`src/rtl/erw_pkg.sv`:
```
package erw_pkg;
   localparam int unsigned REC_BYTES = 16;
   localparam int unsigned REC_BITS  = REC_BYTES * 8;
   localparam int unsigned IEOB_BIT  = 16;

   localparam logic [11:0] RA_BASE_LO = 12'h008;
   localparam logic [11:0] RA_BASE_HI = 12'h00C;
   localparam logic [11:0] RA_LENGTH  = 12'h010;
   localparam logic [11:0] RA_WR_OFF  = 12'h020;
   localparam logic [11:0] RA_DOORBEL = 12'h400;

   typedef struct packed {
      logic [3:0] code;
      logic [3:0] info;
      logic       ieob;
   } cpl_t;

   function automatic logic [REC_BITS-1:0] pack_record(input logic [3:0] code,
                                                       input logic [3:0] info);
      logic [REC_BITS-1:0] r;
      r = '0;
      r[31:28] = code;
      r[27:24] = info;
      return r;
   endfunction
endpackage

```
`src/rtl/erw_regs.sv`:
```
module erw_regs #(
   parameter int unsigned OFF_W = 16,
   parameter int unsigned AW    = 64
) (
   input  logic             clk,
   input  logic             rst_n,
   input  logic             wr_en,
   input  logic [11:0]      addr,
   input  logic [31:0]      wdata,
   input  logic [OFF_W-1:0] wr_off,
   output logic [AW-1:0]    base,
   output logic [OFF_W-1:0] len,
   output logic [OFF_W-1:0] rd_off,
   output logic             len_wr,
   output logic             db_err,
   output logic [31:0]      rdata
);
   import erw_pkg::*;

   logic db_hit, db_ok;

   assign len_wr = wr_en && (addr == RA_LENGTH);
   assign db_hit = wr_en && (addr == RA_DOORBEL);
   assign db_ok  = (wdata[3:0] == 4'd0) && (wdata <= 32'(len));

   always_ff @(posedge clk) begin
      if (!rst_n) begin
         base   <= '0;
         len    <= '0;
         rd_off <= '0;
         db_err <= 1'b0;
      end else begin
         if (wr_en && addr == RA_BASE_LO) base[31:0] <= wdata;
         if (wr_en && addr == RA_BASE_HI) base[AW-1:32] <= wdata[AW-33:0];
         if (len_wr) begin
            len    <= wdata[OFF_W-1:0];
            rd_off <= '0;
         end else if (db_hit) begin
            if (db_ok)
               rd_off <= (wdata[OFF_W-1:0] == len) ? '0 : wdata[OFF_W-1:0];
            else
               db_err <= 1'b1;
         end
      end
   end

   always_comb begin
      unique case (addr)
         RA_BASE_LO: rdata = base[31:0];
         RA_BASE_HI: rdata = 32'(base[AW-1:32]);
         RA_LENGTH:  rdata = 32'(len);
         RA_WR_OFF:  rdata = 32'(wr_off);
         RA_DOORBEL: rdata = 32'(rd_off);
         default:    rdata = '0;
      endcase
   end
endmodule

```
`src/rtl/erw_wptr.sv`:
```
module erw_wptr #(
   parameter int unsigned OFF_W = 16
) (
   input  logic             clk,
   input  logic             rst_n,
   input  logic [OFF_W-1:0] len,
   input  logic [OFF_W-1:0] rd_off,
   input  logic             clear,
   input  logic             adv,
   output logic [OFF_W-1:0] wr_off,
   output logic             full
);
   import erw_pkg::*;

   logic [OFF_W:0]   sum;
   logic [OFF_W-1:0] nxt;

   assign sum  = {1'b0, wr_off} + (OFF_W+1)'(REC_BYTES);
   assign nxt  = (sum >= {1'b0, len}) ? '0 : sum[OFF_W-1:0];
   assign full = (nxt == rd_off);

   always_ff @(posedge clk) begin
      if (!rst_n)     wr_off <= '0;
      else if (clear) wr_off <= '0;
      else if (adv)   wr_off <= nxt;
   end
endmodule

```
`src/rtl/erw_emit.sv`:
```
module erw_emit #(
   parameter int unsigned AW      = 64,
   parameter bit          OUT_REG = 1'b1
) (
   input  logic                         clk,
   input  logic                         rst_n,
   input  logic                         fire,
   input  logic [AW-1:0]                addr_in,
   input  erw_pkg::cpl_t                cpl,
   output logic                         mem_we,
   output logic [AW-1:0]                mem_addr,
   output logic [erw_pkg::REC_BITS-1:0] mem_wdata,
   output logic                         eob_evt
);
   import erw_pkg::*;

   logic [REC_BITS-1:0] rec;
   assign rec = pack_record(cpl.code, cpl.info);

   generate
      if (OUT_REG) begin : g_reg
         always_ff @(posedge clk) begin
            if (!rst_n) begin
               mem_we    <= 1'b0;
               mem_addr  <= '0;
               mem_wdata <= '0;
               eob_evt   <= 1'b0;
            end else begin
               mem_we  <= fire;
               eob_evt <= fire && cpl.ieob;
               if (fire) begin
                  mem_addr  <= addr_in;
                  mem_wdata <= rec;
               end
            end
         end
      end else begin : g_comb
         assign mem_we    = fire;
         assign eob_evt   = fire && cpl.ieob;
         assign mem_addr  = addr_in;
         assign mem_wdata = rec;
      end
   endgenerate
endmodule

```
`src/rtl/event_ring_writer.sv`:
```
module event_ring_writer #(
   parameter int unsigned OFF_W   = 16,
   parameter int unsigned AW      = 64,
   parameter bit          OUT_REG = 1'b1
) (
   input  logic         clk,
   input  logic         rst_n,
   input  logic         reg_wr_en,
   input  logic [11:0]  reg_addr,
   input  logic [31:0]  reg_wdata,
   output logic [31:0]  reg_rdata,
   input  logic         cpl_valid,
   output logic         cpl_ready,
   input  logic [3:0]   cpl_code,
   input  logic [3:0]   cpl_info,
   input  logic [31:0]  cpl_desc_cfg,
   output logic         mem_we,
   output logic [AW-1:0] mem_addr,
   output logic [127:0] mem_wdata,
   output logic         eob_evt,
   output logic         db_err
);
   import erw_pkg::*;

   generate
      if (OFF_W < 5 || OFF_W > 32) begin : g_bad_off
         $error("OFF_W must lie in 5..32");
      end
      if (AW <= 32 || AW > 64) begin : g_bad_aw
         $error("AW must lie in 33..64");
      end
   endgenerate

   logic [AW-1:0]    base_q;
   logic [OFF_W-1:0] len_q, rd_off_q, wr_off_q;
   logic             len_wr, full, hs;
   cpl_t             cpl;

   assign cpl_ready = !full;
   assign hs        = cpl_valid && cpl_ready;
   assign cpl       = '{code: cpl_code, info: cpl_info, ieob: cpl_desc_cfg[IEOB_BIT]};

   erw_regs #(.OFF_W(OFF_W), .AW(AW)) u_regs (
      .clk(clk), .rst_n(rst_n), .wr_en(reg_wr_en), .addr(reg_addr),
      .wdata(reg_wdata), .wr_off(wr_off_q), .base(base_q), .len(len_q),
      .rd_off(rd_off_q), .len_wr(len_wr), .db_err(db_err), .rdata(reg_rdata)
   );

   erw_wptr #(.OFF_W(OFF_W)) u_wptr (
      .clk(clk), .rst_n(rst_n), .len(len_q), .rd_off(rd_off_q),
      .clear(len_wr), .adv(hs), .wr_off(wr_off_q), .full(full)
   );

   erw_emit #(.AW(AW), .OUT_REG(OUT_REG)) u_emit (
      .clk(clk), .rst_n(rst_n), .fire(hs),
      .addr_in(base_q + AW'(wr_off_q)), .cpl(cpl),
      .mem_we(mem_we), .mem_addr(mem_addr), .mem_wdata(mem_wdata),
      .eob_evt(eob_evt)
   );
endmodule

```
`config.mk`:
```
export PLATFORM = sky130hd
export DESIGN_NAME = event_ring_writer
export DESIGN_NICKNAME = d
export VERILOG_FILES = /design/src/rtl/erw_pkg.sv /design/src/rtl/erw_regs.sv /design/src/rtl/erw_wptr.sv /design/src/rtl/erw_emit.sv /design/src/rtl/event_ring_writer.sv
export SDC_FILE = /design/constraint.sdc
export NUM_CORES = 1
export LEC_CHECK = 0
export CORE_UTILIZATION = 44
export CTS_BUF_LIST = sky130_fd_sc_hd__clkbuf_8 sky130_fd_sc_hd__clkbuf_16
export CTS_CLUSTER_DIAMETER = 200
export CTS_CLUSTER_SIZE = 28
export DETAILED_ROUTE_END_ITERATION = 12
export GPL_TIMING_DRIVEN = 0
export PLACE_DENSITY = 0.73
export SLEW_MARGIN = 20
export SYNTH_ARGS = -nofsm -noshare
export SYNTH_HDL_FRONTEND = slang
export SYNTH_SLANG_ARGS = --single-unit
```
`constraint.sdc`:
```
create_clock -name clk -period 12.2 [get_ports clk]
set_input_delay 1.22 -clock clk [delete_from_list [all_inputs] [get_ports clk]]
set_output_delay 1.22 -clock clk [all_outputs]
set_load 0.1 [all_outputs]
```
* Word-level counts from Yosys, hierarchy flattened
Cells that the tools add are included.
** Word-level totals
- Bits in read-only memories :: 0
- Word-level logic and storage cells :: 39
- Register bits :: 187
- Output and inout port bits :: 228
- Memories :: 0
- Latch bits :: 0
- RAM bits :: 0
** Operators by class
- Div/mod/pow operators :: 0
- Magnitude comparators :: 2
- Shift-type cells :: 0
- Bitwise operators :: 3
- Multipliers :: 0
- Equality and inequality tests :: 7
- $add $sub $neg :: 2
- Reductions and logical operators :: 12
- Muxes and demuxes :: 3
** Operators with widths (number)
- $pmux W32 S5 :: 1
- $add A64 B16 Y64 :: 1
- $eq A16 B16 Y1 :: 2
- $le A32 B16 Y1 :: 1
- $mux W16 :: 2
- $eq A12 B4 Y1 const B :: 2
- $add A16 B5 Y17 const B :: 1
- $ge A17 B16 Y1 :: 1
- $eq A12 B11 Y1 const B :: 1
- $eq A12 B5 Y1 const B :: 1
- $eq A12 B6 Y1 const B :: 1
- $logic_and A1 B1 Y1 :: 7
- $logic_not A4 Y1 :: 1
- $not A1 Y1 :: 3
- $reduce_and A3 Y1 :: 1
- $reduce_and A2 Y1 :: 1
- $reduce_or A2 Y1 :: 1
- $logic_not A1 Y1 :: 1

* Longest topological paths before layout
Gate-level depths: netlist (run 1).
- Depth in word-level cells :: 7
- Gate-level depth with buffers :: 19
- Gate-level depth less buffers :: 14

* By module
A second synthesis (run 1) with hierarchy kept.
** Unflattened totals
- Cells, all modules :: 1457
- Area total of the unflattened synthesis :: 12310.6 um2
** By module, submodules not included
- erw_regs :: times used 1, cells each 577, area an instance 4730.8 um2
- erw_emit :: times used 1, cells each 357, area an instance 3707.3 um2
- event_ring_writer :: times used 1, cells each 312, area an instance 2219.6 um2
- erw_wptr :: times used 1, cells each 211, area an instance 1652.8 um2

* Worst setup path after synthesis (run 1)
No wires, ideal clock.
- Path kind :: input -> output
- From :: in reg_addr[2]
- To :: out reg_rdata[16]
- Setup slack :: 7.093 ns
- Data required time :: 10.980 ns
- Data arrival time :: 3.887 ns
- Cell stages on the path :: 5
- Buffers on the path :: 3
- Cell sequence :: clkbuf_1 > clkbuf_1 > clkbuf_1 > mux2i_1 > nor2_1
** On the way
- Longest elaborated chain between the ends :: 2
- Elaborated cells between the ends (all ways) :: 6
** Ends and longest elaborated chain
- from (decl) :: RTL line event_ring_writer.sv:9 : input logic [11:0] reg_addr,
- $eq A12 B11 Y1 (tied with other cells) :: RTL line erw_regs.sv:48 : unique case (addr)
- $pmux W32 S5 * :: RTL line erw_regs.sv:48
- to (decl) :: RTL line event_ring_writer.sv:11 : output logic [31:0] reg_rdata,
Mark *: on every way between the ends. The rest lies on a longest branch, timed or not.

* Final worst setup path (run 1)
- From :: reg u_wptr.wr_off[4]
- To :: out cpl_ready
** On the way
- Longest elaborated chain between the ends :: 5
** Ends and longest elaborated chain
- from (decl) :: RTL line erw_wptr.sv:10 : output logic [OFF_W-1:0] wr_off,
- from (signal assigned) :: RTL line erw_wptr.sv:25 : else if (adv) wr_off <= nxt;
- $add A16 B5 Y17 * :: RTL line erw_wptr.sv:18 : assign sum = {1'b0, wr_off} + (OFF_W+1)'(REC_BYTES);
- $ge A17 B16 Y1 :: RTL line erw_wptr.sv:19 : assign nxt = (sum >= {1'b0, len}) ? '0 : sum[OFF_W-1:0];
- $mux W16 * :: RTL line erw_wptr.sv:19
- $eq A16 B16 Y1 * :: RTL line erw_wptr.sv:20 : assign full = (nxt == rd_off);
- $logic_not A1 Y1 * :: RTL line event_ring_writer.sv:39 : assign cpl_ready = !full;
- to (decl) :: RTL line event_ring_writer.sv:13 : output logic cpl_ready,
Marks and branches as above.

==> metrics.cfg, run 1 <==
[status]
status=complete, no violations

[grt]
grt_max_degree=24
overflow=0
grtUsageTotal=0.277
grt_pass1_vias=9776
grt_pass1_wl_mm=56.4
antenna_found_initial=0

[worst_setup_path]
cp.arrival_ps=5440
crit_fanout=7
end_kind=output port
worst-path-buf-inv=2
path_cells=ha_1 -> nand2_1 -> or3_1 -> nand2_1 -> ha_1 -> a21o_1 -> a21o_1 -> a221oi_2 -> nand3_1 -> nor4_1 -> a31oi_1 -> nor4_1 -> inv_1 -> clkdlybuf4s50_1
startpoint_type=flip-flop
worstPathRequired_ps=10980
crit_slowest_cell=clkdlybuf4s50_1
crit_type=reg2out
cp-startpoint=u_wptr.wr_off[4]
r2r-start=u_wptr.wr_off[4]
cpPeakStageDelay_ps=980
cp_top_family=simple AND/OR/NAND/NOR gates

[floorplanning]
rows=58
die_w_um=164
io-pin-count=316
die_area_mm2=0.0268
core_mm2=0.0254
initial_core_util=0.453
die_height_um=164

[synth]
ys_seq_area_frac=0.325
synthTopCellsByCount=255 x nand2_1, 187 x dfxtp_1, 129 x a21oi_1
synth_cells=1444
synth_top_area_frac=0.325
synth_cell_types=62
synth-edff-count=0
synth_area_mm2=0.0115
syn_area_per_cell_um2=7.97
synth_area_leader_cell=dfxtp_1
ys_async_sr_fraction=0
ys_ff_latch=187
synth_area_leaders=dfxtp_1 33%, nand2_1 8.3%, buf_4 8.0%
synth.most_common_cell=nand2_1
yosys_warnings=0
ys.flop_type=dfxtp_1

[run]
maxCapViolations=0

[drt]
drc_errors=0
wl_per_cell_um=18.2
drtPass1Iterations=7
wirelength_mm=38.1
drtIter0Drc=1049
vias=11200
vias_per_cell=5.36
antenna_left=0

[clock_network]
cts_buffer_depth=2
cts_tree=done
path_clk_slew_ps=80
postCtsHoldBufs=0
post_cts_buffers=0
clk_latency_ps=460
h-tree-depth=4
ctsResizeCount=0
numCtsBuffers=17
cts-root-buf=clkbuf_16
clock_sinks=187

[sta]
slew_headroom=0.305
final.setup.tns_ps=0
hold_viol=0
tightest_slew_ps=1040
fin_skew_ps=14.3
min_period_ps=6660
clock.fmax_mhz=150
drv_slew=0
setup_viol=0
rsz0062_at_grt=no
finalCritPeriodShare=0.546

[place]
hpwl_mm=30.2
port_buffers=163
gp_congestion=0.953
placed_cell_area_mm2=0.0140

[pwr]
p_leak_nw=5.74
ir_drop_v=0.0000915
power_density_mw_per_mm2=99.7
power.total_mw=1.46

[finish]
layout.nets=1883
diodes=0
utilization=0.577
syn_to_final_growth_pct=27.3
drive_gt1_frac=0.134
fill_cells=2318
design_area_mm2=0.0147

[worst_hold_path]
hp-class=reg2reg
min_from=u_emit.mem_wdata[25]

## report_power, final
part,leakage [nW],internal [mW],switching (mW)
Combinational,3.93,0.0515,0.202
Clock,0.309,0.289,0.309
Sequential,1.51,0.610,0.000233
## through the flow
stage | cells | setup slack [ps] | hold WS [ps]
finish | 2088 | 5540 | 449
global route | 2088 | 5210 | 465
CTS | 2088 | 5590 | 453
detailed placement | 2056 | 5880 | 441
global placement | 2056 | 5860 | 437
floorplan | 1563 | 7090 | 450
## state kept, by name, indices dropped and copies added, names as in the netlist
register	flops
u_emit.mem_wdata	8
u_wptr.wr_off	16
u_regs.base	64
u_emit.mem_addr	64
u_regs.db_err	1
u_emit.eob_evt	1
u_regs.rd_off	16
u_regs.len	16
u_emit.mem_we	1
## layer usage
metal | global-route usage | wire, um | vias to the layer above | part of all wire
met2 | 0.425 | 16900 | 559 | 0.45
li1 | - | - | 5380 | -
met1 | 0.389 | 16700 | 5174 | 0.44
met5 | 0 | 0 | - | 0
met3 | 0.0444 | 3310 | 70 | 0.087
met4 | 0.105 | 1100 | 0 | 0.029
## layout by cell type, fill, tap and decap left out, drive strengths merged, types with 5 or more instances in the layout
master	n
a31oi	8
buf	145
a211oi	45
inv	35
and2	8
clkdlybuf4s50	163
a21o	11
nand2	255
mux2i	32
ha	49
a21oi	129
nand3	69
nor2	90
xor2	47
nand2b	5
clkinv	8
nor3b	5
and3	32
or2	15
xnor2	33
a221o	16
nor3	7
clkbuf	80
and4	15
nand4	28
conb	120
o21ai	68
nor4	10
dfxtp	187
## cell type report
cell class	count	area, um^2	share of cell area
sequential	187	3740	0.255
multi-input combinational	1140	6800	0.464
tap	330	413	0.0282
timing repair buffer	163	1630	0.111
buffer	208	1310	0.0895
clock buffer	17	425	0.0290
inverter	28	105	0.00717
clock inverter	15	224	0.0153
## worst min-delay path, delay by kind of cell, from the launching register on
kind               cells  cell delay (ps)
DFF                    1              310
and+or+nand+nor        1               50
AOI/OAI and AO/OA      1               50
## logic make-up after synthesis
| family | synth area share |
|---|---|
| AO/OA/AOI/OAI | 0.182 |
| adder cells (fa/ha/maj) | 0.0550 |
| other | 0.000326 |
| multiplexers | 0.0278 |
| buffers and inverters | 0.123 |
| XOR/XNOR | 0.0654 |
| AND/OR/NAND/NOR | 0.221 |
| flip-flops | 0.325 |
## worst paths after layout
| check | cells past startpoint | slack, ps | to |
|---|---|---|---|
| worst max-delay path | 14 | 5540 | cpl_ready |
| worst min-delay path | 2 | 450 | u_emit.mem_wdata[25] |
| worst max register to register | 17 | 7350 | u_emit.mem_addr[49] |
| worst min register to register | 2 | 450 | u_emit.mem_wdata[25] |
Power figures use the tool's default switching activity.
==> inputs of run 2 (changes only) <==
==> constraint.sdc (replaced) <==
create_clock -name clk -period 6.8 [get_ports clk]
set_input_delay 0.68 -clock clk [delete_from_list [all_inputs] [get_ports clk]]
set_output_delay 0.68 -clock clk [all_outputs]
set_load 0.1 [all_outputs]
==> results of run 2 <==
The final DEF is identical to that of run 1. Status: complete, no violations.
Among the figures that moved: setup slack after placement 5880 ps -> 1220 ps; setup slack after layout 5540 ps -> 681 ps; register-to-register setup slack 7350 ps -> 1950 ps; total power 1.46 mW -> 2.62 mW; worst IR drop on VDD 0.0000915 V -> 0.000164 V
==> inputs of run 3 (changes only) <==
--- a/config.mk
+++ b/config.mk
@@ -5,6 +5,7 @@
 export SDC_FILE = /design/constraint.sdc
 export NUM_CORES = 1
 export LEC_CHECK = 0
+export CORE_MARGIN = 3
 export CORE_UTILIZATION = 44
 export CTS_BUF_LIST = sky130_fd_sc_hd__clkbuf_8 sky130_fd_sc_hd__clkbuf_16
 export CTS_CLUSTER_DIAMETER = 200
==> metrics.cfg, run 3 (synthesis results as in run 1) <==
[status]
status=complete, no violations  ; unchanged

[worst_setup_path]
cp.arrival_ps=5580  ; was 5440 ps
end_kind=output port  ; unchanged
r2r_end=u_emit.mem_addr[63]  ; was u_emit.mem_addr[49]
crit_fanout=7  ; unchanged
r2r_slack_ps=1690  ; was 1950 ps
startpoint_type=flip-flop  ; unchanged
r2r-start=u_wptr.wr_off[4]  ; unchanged
r2r_cells=16  ; was 17
worstPathRequired_ps=6120  ; about the same
crit_type=reg2out  ; unchanged

[floorplanning]
core_mm2=0.0255  ; was 0.0254 mm^2
die_area_mm2=0.0281  ; was 0.0268 mm^2
initial_core_util=0.452  ; was 0.453
die_height_um=168  ; was 164 um
rows=58  ; unchanged
die_w_um=168  ; was 164 um
io-pin-count=316  ; unchanged

[drt]
routed.top_layer=met4  ; unchanged
vias=11200  ; about the same
drtPass1Iterations=6  ; was 7
wl_per_cell_um=18.6  ; was 18.2 um
wirelength_met1_mm=17.0  ; was 16.7 mm
antenna_left=0  ; unchanged
wirelength_mm=38.9  ; was 38.1 mm
route.met2.wl_mm=17.5  ; was 16.9 mm
vias_per_cell=5.38  ; was 5.36
drc_errors=0  ; unchanged
drtIter0Drc=941  ; was 1049
dr_wl_met3_mm=3.46  ; was 3.31 mm

[worst_hold_path]
min_from=u_emit.mem_wdata[28]  ; was u_emit.mem_wdata[25]
holdPathStages=2  ; unchanged
hp-class=reg2reg  ; unchanged
min_to=u_emit.mem_wdata[28]  ; was u_emit.mem_wdata[25]

[place]
gp_congestion=0.998  ; was 0.953
hpwl_mm=30.7  ; was 30.2 mm
placed_cell_area_mm2=0.0140  ; unchanged
port_buffers=163  ; unchanged

[sta]
rsz0062_at_grt=no  ; unchanged
slew_headroom=0.295  ; was 0.305
clock.fmax_mhz=160  ; was 163 MHz
hold_viol=0  ; unchanged
fin_skew_ps=15.4  ; was 14.3 ps
finalCritPeriodShare=0.921  ; was 0.900
setup_viol=0  ; unchanged
drv_slew=0  ; unchanged
min_period_ps=6260  ; was 6120 ps
final.setup.tns_ps=0  ; unchanged
tightest_slew_ps=1060  ; was 1040 ps

[finish]
mostFrequentLayoutCells=255 x nand2_1, 187 x dfxtp_1, 163 x clkdlybuf4s50_1  ; unchanged
layout_commonest_cell=nand2_1  ; unchanged
layout.nets=1883  ; unchanged
syn_to_final_growth_pct=27.2  ; was 27.3%
design_area_mm2=0.0146  ; was 0.0147 mm^2
fill_cells=2323  ; was 2318
top_regs=u_emit.mem_addr: 64 flops, u_regs.base: 64 flops  ; unchanged
utilization=0.575  ; was 0.577
drive_gt1_frac=0.133  ; was 0.134
diodes=0  ; unchanged
multi_input_area_mm2=0.00680  ; about the same
regArea_mm2=0.00374  ; unchanged

[pwr]
power_density_mw_per_mm2=179  ; about the same
p_leak_nw=5.74  ; about the same
ir_drop_v=0.000119  ; was 0.000164 V

[clock_network]
cts-root-buf=clkbuf_16  ; unchanged
cts_tree=done  ; unchanged
h-tree-depth=4  ; unchanged
ctsResizeCount=0  ; unchanged
clk_latency_ps=450  ; was 460 ps
clock_sinks=187  ; unchanged
numCtsBuffers=17  ; unchanged
post_cts_buffers=0  ; unchanged
path_clk_slew_ps=80  ; about the same
postCtsHoldBufs=0  ; unchanged
cts_buffer_depth=2  ; unchanged

[grt]
overflow=0  ; unchanged
grt_max_degree=24  ; unchanged
grt_pass1_wl_mm=58.7  ; was 56.4 mm
grtUsageTotal=0.264  ; was 0.277
grt_pass1_vias=10400  ; was 9776
antenna_found_initial=0  ; unchanged

[run]
maxCapViolations=0  ; unchanged

run 3: cell count changes in the layout (fill, tap and decap cells not counted), sizes merged:
cell / delta
inv: +2
clkinv: -3
clkinvlp: +1
run 3: report_power, final:
group,internal [mW],switching (mW)
registers,1.09,0.000413
logic,0.0924,0.363
clock network,0.519,0.557
run 3: metrics by stage:
| stage | hold slack [ps] | setup slack (ps) | power [mW] | cells |
|---|---|---|---|---|
| final | 451 | 536 | 2.63 | 2088 |
| after global routing | 472 | 263 | 2.68 | 2088 |
| after CTS | 452 | 665 | 2.63 | 2088 |
| after detailed placement | 442 | 1170 | 1.57 | 2056 |
| after global placement | 437 | 1130 | 1.57 | 2056 |
| after floorplan | 450 | 2630 | 1.51 | 1563 |
run 3: worst max-delay path by stage:
stage | startpoint | end | slack, ps | cells after the start
after CTS | u_wptr.wr_off[4] | cpl_ready | 670 | 13
final | u_wptr.wr_off[4] | cpl_ready | 540 | 13
after floorplan | u_wptr.wr_off[7] | cpl_ready | 2630 | 15
after global routing | u_wptr.wr_off[4] | cpl_ready | 260 | 14
after detailed placement | u_wptr.wr_off[4] | cpl_ready | 1170 | 14
after global placement | u_wptr.wr_off[4] | cpl_ready | 1130 | 13
run 3: metal layers:
layer,vias up,global-route usage
li1,5382,-
met1,5238,0.366
met2,550,0.421
met3,71,0.0477
met4,0,0.0804
met5,-,0
run 3: area by class of cell:
type | count | area share
repair buffers | 163 | 0.111
flip-flops and latches | 187 | 0.256
multi-input cells | 1140 | 0.464
well taps | 330 | 0.0282
clock buffers | 17 | 0.0290
inverters | 28 | 0.00718
clock inverters | 15 | 0.0149
plain buffers | 208 | 0.0896
run 3: worst max-delay path, stage by stage (launching register included):
cell	delay, ps
dfxtp_1	540
ha_1	330
nand3_1	120
xnor2_1	480
ha_1	350
and4_1	230
a41o_1	250
a221oi_2	510
nand3_1	410
nor4_1	390
a31oi_1	90
nor4_1	350
inv_1	90
clkdlybuf4s50_1	980
